File: config.mk
export PLATFORM = sky130hd
export DESIGN_NAME = uart_txq_trig
export DESIGN_NICKNAME = d
export VERILOG_FILES = /design/src/rtl/uart_txq_pkg.sv /design/src/rtl/txq_trig_decode.sv /design/src/rtl/txq_src_arb.sv /design/src/rtl/txq_store.sv /design/src/rtl/txq_flag_ctl.sv /design/src/rtl/uart_txq_trig.sv
export SDC_FILE = /design/constraint.sdc
export NUM_CORES = 1
export LEC_CHECK = 0
export ABC_CLOCK_PERIOD_IN_PS = 4800
export BUFFER_PORTS_ARGS = -buffer_cell sky130_fd_sc_hd__buf_4
export CORE_UTILIZATION = 57
export CTS_BUF_LIST = sky130_fd_sc_hd__clkbuf_4
export DETAILED_ROUTE_END_ITERATION = 10
export HOLD_SLACK_MARGIN = 0.06
export PLACE_DENSITY_LB_ADDON = 0.1
export SYNTH_ARGS = -nofsm -noshare
export SYNTH_HDL_FRONTEND = slang
export SYNTH_SLANG_ARGS = --single-unit
File: constraint.sdc
create_clock -name clk -period 4.8 [get_ports clk]
set_clock_uncertainty 0.1 [all_clocks]
set_input_delay 0.96 -clock clk [delete_from_list [all_inputs] [get_ports clk]]
set_output_delay 0.96 -clock clk [all_outputs]
set_load 0.005 [all_outputs]
File: src/rtl/uart_txq_pkg.sv
package uart_txq_pkg;
   typedef enum logic [1:0] {
      SRC_NONE = 2'd0,
      SRC_CPU  = 2'd1,
      SRC_DMA  = 2'd2
   } txq_src_e;

   // Threshold for a select code: the depth halved (code+1) times.
   function automatic int unsigned trig_from_depth(input int unsigned depth,
                                                   input int unsigned code);
      return depth >> (code + 1);
   endfunction
endpackage

File: src/rtl/txq_trig_decode.sv
module txq_trig_decode
   import uart_txq_pkg::*;
#(
   parameter int DEPTH     = 16,
   parameter int SEL_W     = 2,
   parameter bit SCALE_DEP = 1'b1,
   localparam int CW       = $clog2(DEPTH + 1)
) (
   input  logic [SEL_W-1:0] sel,
   output logic [CW-1:0]    trig
);
   localparam int NCODE = 1 << SEL_W;

   logic [CW-1:0] table_q [NCODE];

   generate
      for (genvar c = 0; c < NCODE; c++) begin : g_code
         if (SCALE_DEP) begin : g_scaled
            assign table_q[c] = CW'(trig_from_depth(DEPTH, c));
         end else begin : g_fixed
            assign table_q[c] = CW'(8 >> c);
         end
      end
   endgenerate

   assign trig = table_q[sel];
endmodule

File: src/rtl/txq_src_arb.sv
module txq_src_arb
   import uart_txq_pkg::*;
#(
   parameter int DW = 8
) (
   input  logic          cpu_en,
   input  logic [DW-1:0] cpu_data,
   input  logic          dma_en,
   input  logic [DW-1:0] dma_data,
   output txq_src_e      src,
   output logic [DW-1:0] data
);
   always_comb begin
      src  = SRC_NONE;
      data = '0;
      if (cpu_en) begin
         src  = SRC_CPU;
         data = cpu_data;
      end else if (dma_en) begin
         src  = SRC_DMA;
         data = dma_data;
      end
   end
endmodule

File: src/rtl/txq_store.sv
module txq_store #(
   parameter int DEPTH = 16,
   parameter int DW    = 8,
   localparam int AW   = $clog2(DEPTH),
   localparam int CW   = $clog2(DEPTH + 1)
) (
   input  logic          clk,
   input  logic          rst_n,
   input  logic          clr,
   input  logic          push_req,
   input  logic [DW-1:0] push_data,
   input  logic          pop_req,
   output logic          push_ok,
   output logic          pop_ok,
   output logic [DW-1:0] head,
   output logic [CW-1:0] count,
   output logic [CW-1:0] count_nxt
);
   logic [DW-1:0] mem [DEPTH];
   logic [AW-1:0] wptr, rptr;
   logic          full, empty;

   assign full      = (count == CW'(DEPTH));
   assign empty     = (count == '0);
   assign push_ok   = push_req && !full;
   assign pop_ok    = pop_req && !empty;
   assign count_nxt = count + CW'(push_ok) - CW'(pop_ok);
   assign head      = mem[rptr];

   generate
      for (genvar e = 0; e < DEPTH; e++) begin : g_slot
         always_ff @(posedge clk) begin
            if (push_ok && wptr == AW'(e)) mem[e] <= push_data;
         end
      end
   endgenerate

   always_ff @(posedge clk or negedge rst_n) begin
      if (!rst_n) begin
         wptr  <= '0;
         rptr  <= '0;
         count <= '0;
      end else if (clr) begin
         wptr  <= '0;
         rptr  <= '0;
         count <= '0;
      end else begin
         if (push_ok) wptr <= wptr + 1'b1;
         if (pop_ok)  rptr <= rptr + 1'b1;
         count <= count_nxt;
      end
   end
endmodule

File: src/rtl/txq_flag_ctl.sv
module txq_flag_ctl #(
   parameter int CW = 5
) (
   input  logic          clk,
   input  logic          rst_n,
   input  logic          clr,
   input  logic [CW-1:0] count_nxt,
   input  logic [CW-1:0] trig,
   input  logic          pop_ok,
   input  logic          dma_ok,
   input  logic          rd_stb,
   input  logic          wr_stb,
   input  logic          wr_bit,
   output logic          flag
);
   logic armed;
   logic above, set_ev, sw_clr, dma_clr;

   assign above   = (count_nxt > trig);
   assign set_ev  = pop_ok && !above;
   assign sw_clr  = wr_stb && !wr_bit && armed && above;
   assign dma_clr = dma_ok && above;

   always_ff @(posedge clk or negedge rst_n) begin
      if (!rst_n) begin
         flag  <= 1'b1;
         armed <= 1'b0;
      end else if (clr) begin
         flag  <= 1'b1;
         armed <= 1'b0;
      end else if (set_ev) begin
         flag  <= 1'b1;
         armed <= 1'b0;
      end else if (sw_clr || dma_clr) begin
         flag  <= 1'b0;
         armed <= 1'b0;
      end else if (rd_stb && flag) begin
         armed <= 1'b1;
      end
   end
endmodule

File: src/rtl/uart_txq_trig.sv
module uart_txq_trig
   import uart_txq_pkg::*;
#(
   parameter int DEPTH     = 16,
   parameter int DW        = 8,
   parameter int SEL_W     = 2,
   parameter bit SCALE_DEP = 1'b1,
   localparam int CW       = $clog2(DEPTH + 1)
) (
   input  logic             clk,
   input  logic             rst_n,
   input  logic             soft_rst,
   input  logic [SEL_W-1:0] trig_sel,
   input  logic             cpu_wr_en,
   input  logic [DW-1:0]    cpu_wr_data,
   input  logic             cpu_flag_rd,
   input  logic             cpu_flag_wr,
   input  logic             cpu_flag_wdat,
   input  logic             dma_wr_en,
   input  logic [DW-1:0]    dma_wr_data,
   input  logic             pop_req,
   output logic [DW-1:0]    pop_data,
   output logic             pop_valid,
   output logic [CW-1:0]    level_o,
   output logic             flag_o
);
   generate
      if ((DEPTH & (DEPTH - 1)) != 0) begin : g_bad_pow2
         $error("DEPTH must be a power of two");
      end
      if ((DEPTH >> (1 << SEL_W)) < 1) begin : g_bad_depth
         $error("DEPTH too small for the largest select code");
      end
      if (DW < 1) begin : g_bad_dw
         $error("DW must be positive");
      end
   endgenerate

   txq_src_e      src;
   logic [DW-1:0] push_data;
   logic          push_ok, pop_ok;
   logic [CW-1:0] count, count_nxt, trig;

   txq_trig_decode #(.DEPTH(DEPTH), .SEL_W(SEL_W), .SCALE_DEP(SCALE_DEP)) u_trig (
      .sel  (trig_sel),
      .trig (trig)
   );

   txq_src_arb #(.DW(DW)) u_arb (
      .cpu_en   (cpu_wr_en),
      .cpu_data (cpu_wr_data),
      .dma_en   (dma_wr_en),
      .dma_data (dma_wr_data),
      .src      (src),
      .data     (push_data)
   );

   txq_store #(.DEPTH(DEPTH), .DW(DW)) u_store (
      .clk       (clk),
      .rst_n     (rst_n),
      .clr       (soft_rst),
      .push_req  (src != SRC_NONE),
      .push_data (push_data),
      .pop_req   (pop_req),
      .push_ok   (push_ok),
      .pop_ok    (pop_ok),
      .head      (pop_data),
      .count     (count),
      .count_nxt (count_nxt)
   );

   txq_flag_ctl #(.CW(CW)) u_flag (
      .clk       (clk),
      .rst_n     (rst_n),
      .clr       (soft_rst),
      .count_nxt (count_nxt),
      .trig      (trig),
      .pop_ok    (pop_ok),
      .dma_ok    (push_ok && src == SRC_DMA),
      .rd_stb    (cpu_flag_rd),
      .wr_stb    (cpu_flag_wr),
      .wr_bit    (cpu_flag_wdat),
      .flag      (flag_o)
   );

   assign level_o   = count;
   assign pop_valid = (count != '0);
endmodule

# After elaboration in Yosys (flattened, before gate mapping)
# Memory sizes are Yosys's and may differ from the RTL's.
# Index checks and enable logic that the tools add are counted.
# op_classes
add_sub_neg,4
mul,0
div_mod_pow,0
n_lt_le_gt_ge,2
eq_ne,17
n_shift,0
n_mux,96
n_bitwise,1
reduce_logical,53
# ops
operator,n
$mux 8,17
$reduce_or 8->1,15
$mux 4,19
$mux 1,54
$eq 4x4->1 const B,8
$logic_and 1x1->1,25
$eq 4x3->1 const B,4
$mux 5,3
$bmux 5 s2,1
$add 4x1->4 const B,2
$eq 4x2->1 const B,2
$reduce_bool 2->1,3
$add 5x1->5,1
$eq 5x5->1 const B,1
$gt 5x5->1,1
$logic_not 5->1,1
$reduce_bool 5->1,1
$sub 5x1->5,1
$eq 4x1->1 const B,1
$logic_not 1->1,4
$logic_not 4->1,1
$mux 2,2
$reduce_bool 4->1,1
$ge 3x3->1 const B,1
4 further kinds,4
# word_totals
reg_bits,15
latch_bits,0
ramBits,128
romBits,0
in_bits,27
output_inout_bits,15
word_cells,179
memories,1
# mem_list
memory,words,word_bits,read_ports,rd_clocked_by_memory_dff,wr,line_no,source
u_store.mem,16,8,1,0,1,txq_store.sv:19,logic [DW-1:0] mem [DEPTH];

# Longest topological paths before layout
# Gate-level depths: netlist of the first run.
# logic_depth
ltp_word,23
mapped_depth,17
mapped_depth_nobuf,16

# Cells and area by module
# Synthesis of the first run repeated with hierarchy kept, for this count alone.
# unflattened
cells_unflattened,384
area_unflattened_um2,6326.1
# modules_own_cells
module,n_inst,cells_per_inst,area_each_um2,seq_area_each_um2
txq_store,1,328,5919.4,4169.0
txq_flag_ctl,1,29,226.5,51.3
txq_src_arb,1,16,115.1,0.0
txq_trig_decode,1,6,37.5,0.0
uart_txq_trig,1,5,27.5,0.0

# Worst setup path after synthesis of the first run
# Ideal clock, no wire load.
# synth_timing
path_type,reg2reg
start,register u_store.count[3]
end,register u_flag.armed
setup_ns,0.095
arrival_ns,3.347
required_time_ns,4.605
setup_slack_ns,1.257
stages_incl_launch_ff,18
path_buffers,1
period_less_slack_ns,3.543
cell_sequence,dfrtp_1 > inv_1 > ha_1 > or4b_1 > and2_1 > buf_2 > ha_1 > inv_1 > ha_1 > inv_1 > fa_1 > xnor2_1 > ha_1 > nand2_1 > o21bai_1 > o2bb2ai_1 > a211o_1 > o31ai_1
# synth_via
elab_chain_cells,11
elab_cells_between_ends,19
cone_classes,2 x add/sub; 1 x order compare; 1 x eq/ne; 3 x mux; 12 x reduce/logical
# synth_lines
item,line_no,source
from (decl),txq_store.sv:16,"output logic [CW-1:0] count,"
from (signal assigned),txq_store.sv:50,count <= count_nxt;
$eq 5x5->1,txq_store.sv:23,assign full = (count == CW'(DEPTH));
$logic_not 1->1,txq_store.sv:25,assign push_ok = push_req && !full;
$logic_and 1x1->1,txq_store.sv:25,
$add 5x1->5,txq_store.sv:27,assign count_nxt = count + CW'(push_ok) - CW'(pop_ok);
$sub 5x1->5,txq_store.sv:27,
$gt 5x5->1,txq_flag_ctl.sv:19,assign above = (count_nxt > trig);
$logic_and 1x1->1 (on tied branches),"txq_flag_ctl.sv:21, txq_flag_ctl.sv:22",
$logic_or 1x1->1,txq_flag_ctl.sv:34,end else if (sw_clr || dma_clr) begin
$mux 1,txq_flag_ctl.sv:34,
$mux 1,txq_flag_ctl.sv:31,end else if (set_ev) begin
$mux 1,txq_flag_ctl.sv:28,end else if (clr) begin
to (signal assigned),txq_flag_ctl.sv:30,armed <= 1'b0;
to (signal assigned),txq_flag_ctl.sv:33,armed <= 1'b0;
to (signal assigned),txq_flag_ctl.sv:36,armed <= 1'b0;
to (decl),txq_flag_ctl.sv:16,logic armed;
# Several ways; a longest one is shown, not always the timed one.
# A chain may end at the register's enable or synchronous reset.

# Worst setup path after layout of the first run
# layout_timing
start,register u_store.rptr[0]
end,output pop_data[6]
# layout_via
elab_chain_cells,1
# layout_lines
item,line_no,source
from (decl),txq_store.sv:20,"logic [AW-1:0] wptr, rptr;"
from (signal assigned),txq_store.sv:49,if (pop_ok) rptr <= rptr + 1'b1;
$mem_v2 16x8,--,
to (decl),uart_txq_trig.sv:22,"output logic [DW-1:0] pop_data,"
# Every way passes these cells.

==> flow_summary.yaml, run 1 <==
clock_tree:
  htreeDepth: 4
  cts_tree: "done"
  cts_max_path_buffers: 2
  postCtsSetupRepairBufs: 0
  numCtsBuffers: 17
  cts_root_buffer: "clkbuf_4"
  clkTransAtPathRegs_ns: 0.13
  cts_hold_buffers: 0
  cts_sinks: 143
  cts_resized: 0
  clk_latency_ns: 0.51
route:
  dr_wl_met3_um: 734
  drt-met1-wl_mm: 4.76
  ant_nets: 0
  firstDrtPassIters: 6
  wl_per_cell_um: 21.9
  highest_layer: "met4"
  wl_mm: 11.2
  vias: 3042
  drt_iter0_drc: 265
  drcViolationCount: 0
  viasPerCell: 5.92
  wl_met2_mm: 5.63
die:
  io_pins: 42
  die_h_um: 106
  coreArea_um2: 10400
  initial_utilization: 0.591
  rows: 37
  die_w_um: 106
  dieArea_um2: 11200
critical_path:
  crit_path_max_fanout: 35
  r2r-start: "u_store.count[3]"
  path_class: "reg -> out"
  critPathArrivalTime_ns: 2.70
  start_kind: "register"
  rrSetupSlack_ns: 1.04
  end_kind: "output port"
  required_ns: 3.74
  r2r_end: "u_flag.armed"
  reg2reg_depth: 16
logic_synthesis:
  synth_flop_cell: "edfxtp_1"
  synth_edf_count: 128
  synth_common_cells: "128 x edfxtp_1, 30 x mux4_1, 27 x nor2_1"
  ys_seq_elements: 143
  syn_area_per_cell_um2: 19.2
  synth_seq_area_share: 0.689
  synth_top_area_share: 0.627
  post-synth-top-area-cell: "edfxtp_1"
  yosys_warnings: 0
  syn_area_um2: 6130
  async_reset_ff_frac: 0.105
  syn_inst: 319
  synth_cell_types: 36
  syn_nets: 362
  netlist_top_cells_area: "edfxtp_1 63%, mux4_1 13%, dfrtp_1 5.7%"
  synth.most_common_cell: "edfxtp_1"
finish:
  multi_input_comb_area_um2: 1780
  final_layout_size_suffix_gt1_frac: 0.241
  diodes: 0
  nNetsFinal: 408
  area_delta_synth_final_pct: 11.0
  fill_cells: 740
  seq_area_um2: 4220
place:
  hpwlAfterDp_mm: 7.33
  io_buffers: 41
  place_congestion: 0.761
sta:
  tightest_slew_ns: 0.983
  timing.final.crit_share: 0.784
  setup_tns_ns: 0
  rsz0062_at_grt: "no"
  relSlewSlack: 0.342
  hold_viol: 0
  post-route-min-period_ns: 3.76
  slew_violations: 0
  fmax_ghz: 0.266
  hold_slack_ns: 0.173
  setup_viol: 0
job:
  cap_viol_max_count: 0
power:
  powerDensity_nw_per_um2: 476
  p_seq_frac: 0.473
  internal_power_uw: 2220
  vdd_drop_max_v: 0.000369
  combPwrFrac: 0.312
  p_leak_uw: 0.00243
  switching_share: 0.315
  p_sw_uw: 1020
  clockPowerShare: 0.214
status:
  status: "finished, final reports clean"
grt:
  grt_pass1_wl_mm: 17.3
  grt_max_degree: 36
  antenna_found_initial: 0
  grt-ovfl-total: 0
  grt_pass1_vias: 3177
  grt_usage: 0.221
min_path:
  hold_class: "in -> async"
registers in the layout (all words and copies together) (netlist names):
signal / count
u_store.count: 5
u_store.wptr: 4
u_store.mem: 128
u_flag.flag: 1
u_flag.armed: 1
u_store.rptr: 4
final cells by class:
type	count	area share
clock buffer	18	0.0199
clock inverter	14	0.0182
inverter	13	0.00718
multi-input combinational	147	0.262
sequential	143	0.621
tap	136	0.0250
timing repair buffer	43	0.0475
how the worst max path moves through the flow:
| stage | startpoint | slack (ns) | cells past startpoint | to |
|---|---|---|---|---|
| after global routing | u_store.count[3] | 0.76 | 16 | u_flag.armed |
| after CTS | u_store.rptr[0] | 0.94 | 4 | pop_data[6] |
| after detailed placement | cpu_wr_en | 1.06 | 13 | u_flag.armed |
| after floorplan | u_store.count[3] | 1.26 | 17 | u_flag.armed |
| final | u_store.rptr[0] | 1.04 | 4 | pop_data[6] |
| after global placement | cpu_wr_en | 1.19 | 13 | u_flag.armed |
kinds of logic (layout without fill, tap and decap cells):
family | Yosys count | in the layout | synth area share
AOI/OAI and AO/OA | 19 | 19 | 0.0239
xor gates and xnor gates | 10 | 10 | 0.0143
adders and majority gates | 16 | 16 | 0.0339
buffers and inverters | 29 | 88 | 0.0243
DFF | 143 | 143 | 0.689
muxes | 42 | 42 | 0.169
and+or+nand+nor | 60 | 60 | 0.0462
power by group through the flow:
stage / combinational [uW] / clock (uW) / sequential (uW)
3_3_place_gp: 1000 / 0 / 1550
2_1_floorplan: 737 / 0 / 1540
3_5_place_dp: 1030 / 0 / 1560
5_1_grt: 1130 / 751 / 1540
6_report: 1010 / 693 / 1530
4_1_cts: 1030 / 708 / 1530
cell usage in the layout (no fill, tap or decap), drive strengths merged:
cell type / n
o21ai: 1
ha: 15
or4b: 1
nor3: 4
nand2b: 6
inv: 20
fa: 1
a21oi: 3
o31ai: 1
clkbuf: 18
nand2: 11
a21o: 2
nor2: 27
buf: 43
mux2i: 2
xnor2: 5
nand4: 2
clkinv: 5
edfxtp: 128
nor2b: 3
dfstp: 1
dfrtp: 14
o221ai: 1
a22o: 8
nor4bb: 1
o21bai: 1
a211o: 1
and2: 4
xor2: 5
or2: 1
o2bb2ai: 1
clkinvlp: 2
mux4: 40
stage by stage:
stage,instances,worst slack [ns],power [uW],utilization,instance area [um^2]
2_1_floorplan,319,1.26,2280,-,6130
3_3_place_gp,482,1.19,2550,0.631,6540
3_5_place_dp,482,1.06,2590,0.631,6540
4_1_cts,514,0.939,3270,0.656,6800
5_1_grt,514,0.757,3420,0.656,6800
6_report,514,1.04,3240,0.656,6800
critical path, cell delays in order (launching register included):
cell and delay [ns]:
dfrtp_1 0.34, buf_4 0.48, mux4_1 0.72, mux4_2 0.48
buf_4 0.15
per-layer routing:
metal  global-route usage  up-vias
met5                    0        -
met3               0.0464        7
met1                0.298     1542
li1                     -     1382
met4               0.0764        0
met2                0.362      111
Power figures use the tool's default switching activity.
==> run 2, diff against run 1 <==
--- a/config.mk
+++ b/config.mk
@@ -5,7 +5,7 @@
 export SDC_FILE = /design/constraint.sdc
 export NUM_CORES = 1
 export LEC_CHECK = 0
-export ABC_CLOCK_PERIOD_IN_PS = 4800
+export ABC_CLOCK_PERIOD_IN_PS = 3700
 export BUFFER_PORTS_ARGS = -buffer_cell sky130_fd_sc_hd__buf_4
 export CORE_UTILIZATION = 57
 export CTS_BUF_LIST = sky130_fd_sc_hd__clkbuf_4
==> constraint.sdc (replaced) <==
create_clock -name clk -period 3.7 [get_ports clk]
set_clock_uncertainty 0.1 [all_clocks]
set_input_delay 0.74 -clock clk [delete_from_list [all_inputs] [get_ports clk]]
set_output_delay 0.74 -clock clk [all_outputs]
set_load 0.005 [all_outputs]
==> flow_summary.yaml, run 2 (synthesized netlist as in run 1, its figures left out) <==
sta:
  relSlewSlack: 0.463
  post-route-min-period_ns: 3.54
  fmax_ghz: 0.282
  tightest_slew_ns: 0.803
  hold_viol: 0
  hold_slack_ns: 0.379
  slew_violations: 0
  setup_tns_ns: 0
  setup_viol: 0
  timing.final.crit_share: 0.957
grt:
  use_met1: 0.306
  use_met3: 0.0575
  grt-ovfl-total: 0
  grt_max_degree: 36
  grt_busiest_layer: "met2"
  use_met2: 0.351
  antenna_found_initial: 0
  grt_pass1_vias: 3107
  grt_pass1_wl_mm: 17.4
  grt_usage: 0.221
critical_path:
  critPathArrivalTime_ns: 3.84
  required_ns: 4.00
  max_stage_delay_ns: 0.55
  crit_buf_inv: 4
  path_class: "reg -> reg"
  cp_top_family: "adder cells"
  cpMaxStageDelayCell: "fa_2"
  start_kind: "register"
  crit_path_max_fanout: 3
  end_kind: "register"
  worstSetupPathDepth: 16
  crit_chain: "inv_2, ha_4, or4b_4, and2_4, ha_4, inv_1, ha_2, inv_2, fa_2, inv_2, ha_4, nor2b_1, o21bai_1, o2bb2ai_2, nand2_1, o31ai_1"
  reg2reg_depth: 16
route:
  ant_nets: 0
  viasPerCell: 5.84
  wl_per_cell_um: 21.4
  firstDrtPassIters: 5
  drt_iter0_drc: 177
  wl_mm: 11.3
  vias: 3087
  drcViolationCount: 0
power:
  p_leak_uw: 0.00252
  switching_share: 0.314
  vdd_drop_max_v: 0.000451
  clockPowerShare: 0.214
  powerDensity_nw_per_um2: 644
  combPwrFrac: 0.346
  internal_power_uw: 3090
  p_sw_uw: 1410
  p_seq_frac: 0.440
die:
  initial_utilization: 0.591
  coreArea_um2: 10400
  dieArea_um2: 11200
  io_pins: 42
  die_w_um: 106
  rows: 37
  die_h_um: 106
finish:
  largest-register: "u_store.mem"
  final_common_cell: "edfxtp_1"
  final_cell_mix: "128 x edfxtp_1, 56 x buf_4, 30 x mux4_1"
  seq_area_um2: 4220
  diodes: 0
  area_delta_synth_final_pct: 14.1
  final_layout_size_suffix_gt1_frac: 0.288
  nNetsFinal: 423
  fill_cells: 705
  top_regs: "u_store.mem x128, u_store.count x5"
  multi_input_comb_area_um2: 1820
  largest_reg_flops: 128
min_path:
  holdPathStages: 2
  hold_class: "in -> reg"
clock_tree:
  cts_sinks: 143
  cts_tree: "done"
  clkTransAtPathRegs_ns: 0.15
  cts_root_buffer: "clkbuf_4"
  cts_max_path_buffers: 2
  clk_latency_ns: 0.51
  htreeDepth: 4
  numCtsBuffers: 17
status:
  status: "finished, final reports clean"
place:
  io_buffers: 41
  place_congestion: 0.731
  hpwlAfterDp_mm: 7.41
job:
  cap_viol_max_count: 0
[run 2: cell type report]
type,count,share of cell area
clock buffers,17,0.0183
clock inverters,15,0.0213
inverters,13,0.00698
multi-input cells,147,0.261
flip-flops and latches,143,0.604
well taps,136,0.0243
repair buffers,58,0.0644
[run 2: what timing repair did]
action / in CTS / in global routing
endpoints found under the hold margin: 14 / 0
resized for setup: 0 / 15
hold buffers: 1 / 0
endpoints found under the setup margin: 0 / 2
buffers inserted: 0 / 4
[run 2: worst paths after layout]
| check | from | to | slack (ns) |
|---|---|---|---|
| max | u_store.count[2] | u_flag.armed | 0.16 |
| min | soft_rst | u_store.rptr[0] | 0.38 |
| max reg2reg | u_store.count[2] | u_flag.armed | 0.16 |
| min reg2reg | u_flag.flag | u_flag.flag | 0.48 |
| max in group asynchronous | rst_n | u_flag.flag | 2.65 |
| min in group asynchronous | rst_n | u_store.wptr[3] | 0.57 |
[run 2: per-layer routing]
| layer | part of all wire | vias to the layer above | routed length, um |
|---|---|---|---|
| met5 | 0 | - | 0 |
| met4 | 0.0087 | 0 | 99 |
| met3 | 0.057 | 8 | 646 |
| met2 | 0.50 | 91 | 5690 |
| met1 | 0.43 | 1577 | 4890 |
| li1 | - | 1411 | - |
[run 2: power by group through the flow]
stage | sequential [uW] | combinational, uW | clock, uW
2_1_floorplan | 2000 | 957 | 0
3_3_place_gp | 2010 | 1350 | 0
3_5_place_dp | 2020 | 1390 | 0
4_1_cts | 1980 | 1400 | 974
5_1_grt | 2000 | 1710 | 1050
6_report | 1980 | 1560 | 962
[run 2: stage by stage]
step                      utilization  total power [uW]  instance area, um^2  setup WS (ns)  instances
after detailed placement        0.637              3410                 6610          0.104        492
after global placement          0.637              3360                 6610          0.209        492
after floorplan                     -              2960                 6130          0.157        319
after CTS                       0.665              4350                 6890         0.0534        525
after global routing            0.674              4760                 6990        -0.0283        529
final                           0.674              4500                 6990          0.158        529
[run 2: worst reg2reg max path: stages (launching register included)]
cell	delay, ns
dfrtp_1	0.43
inv_2	0.10
ha_4	0.13
or4b_4	0.45
and2_4	0.16
ha_4	0.20
inv_1	0.05
ha_2	0.18
inv_2	0.04
fa_2	0.55
inv_2	0.05
ha_4	0.20
nor2b_1	0.13
o21bai_1	0.17
o2bb2ai_2	0.14
nand2_1	0.11
o31ai_1	0.25
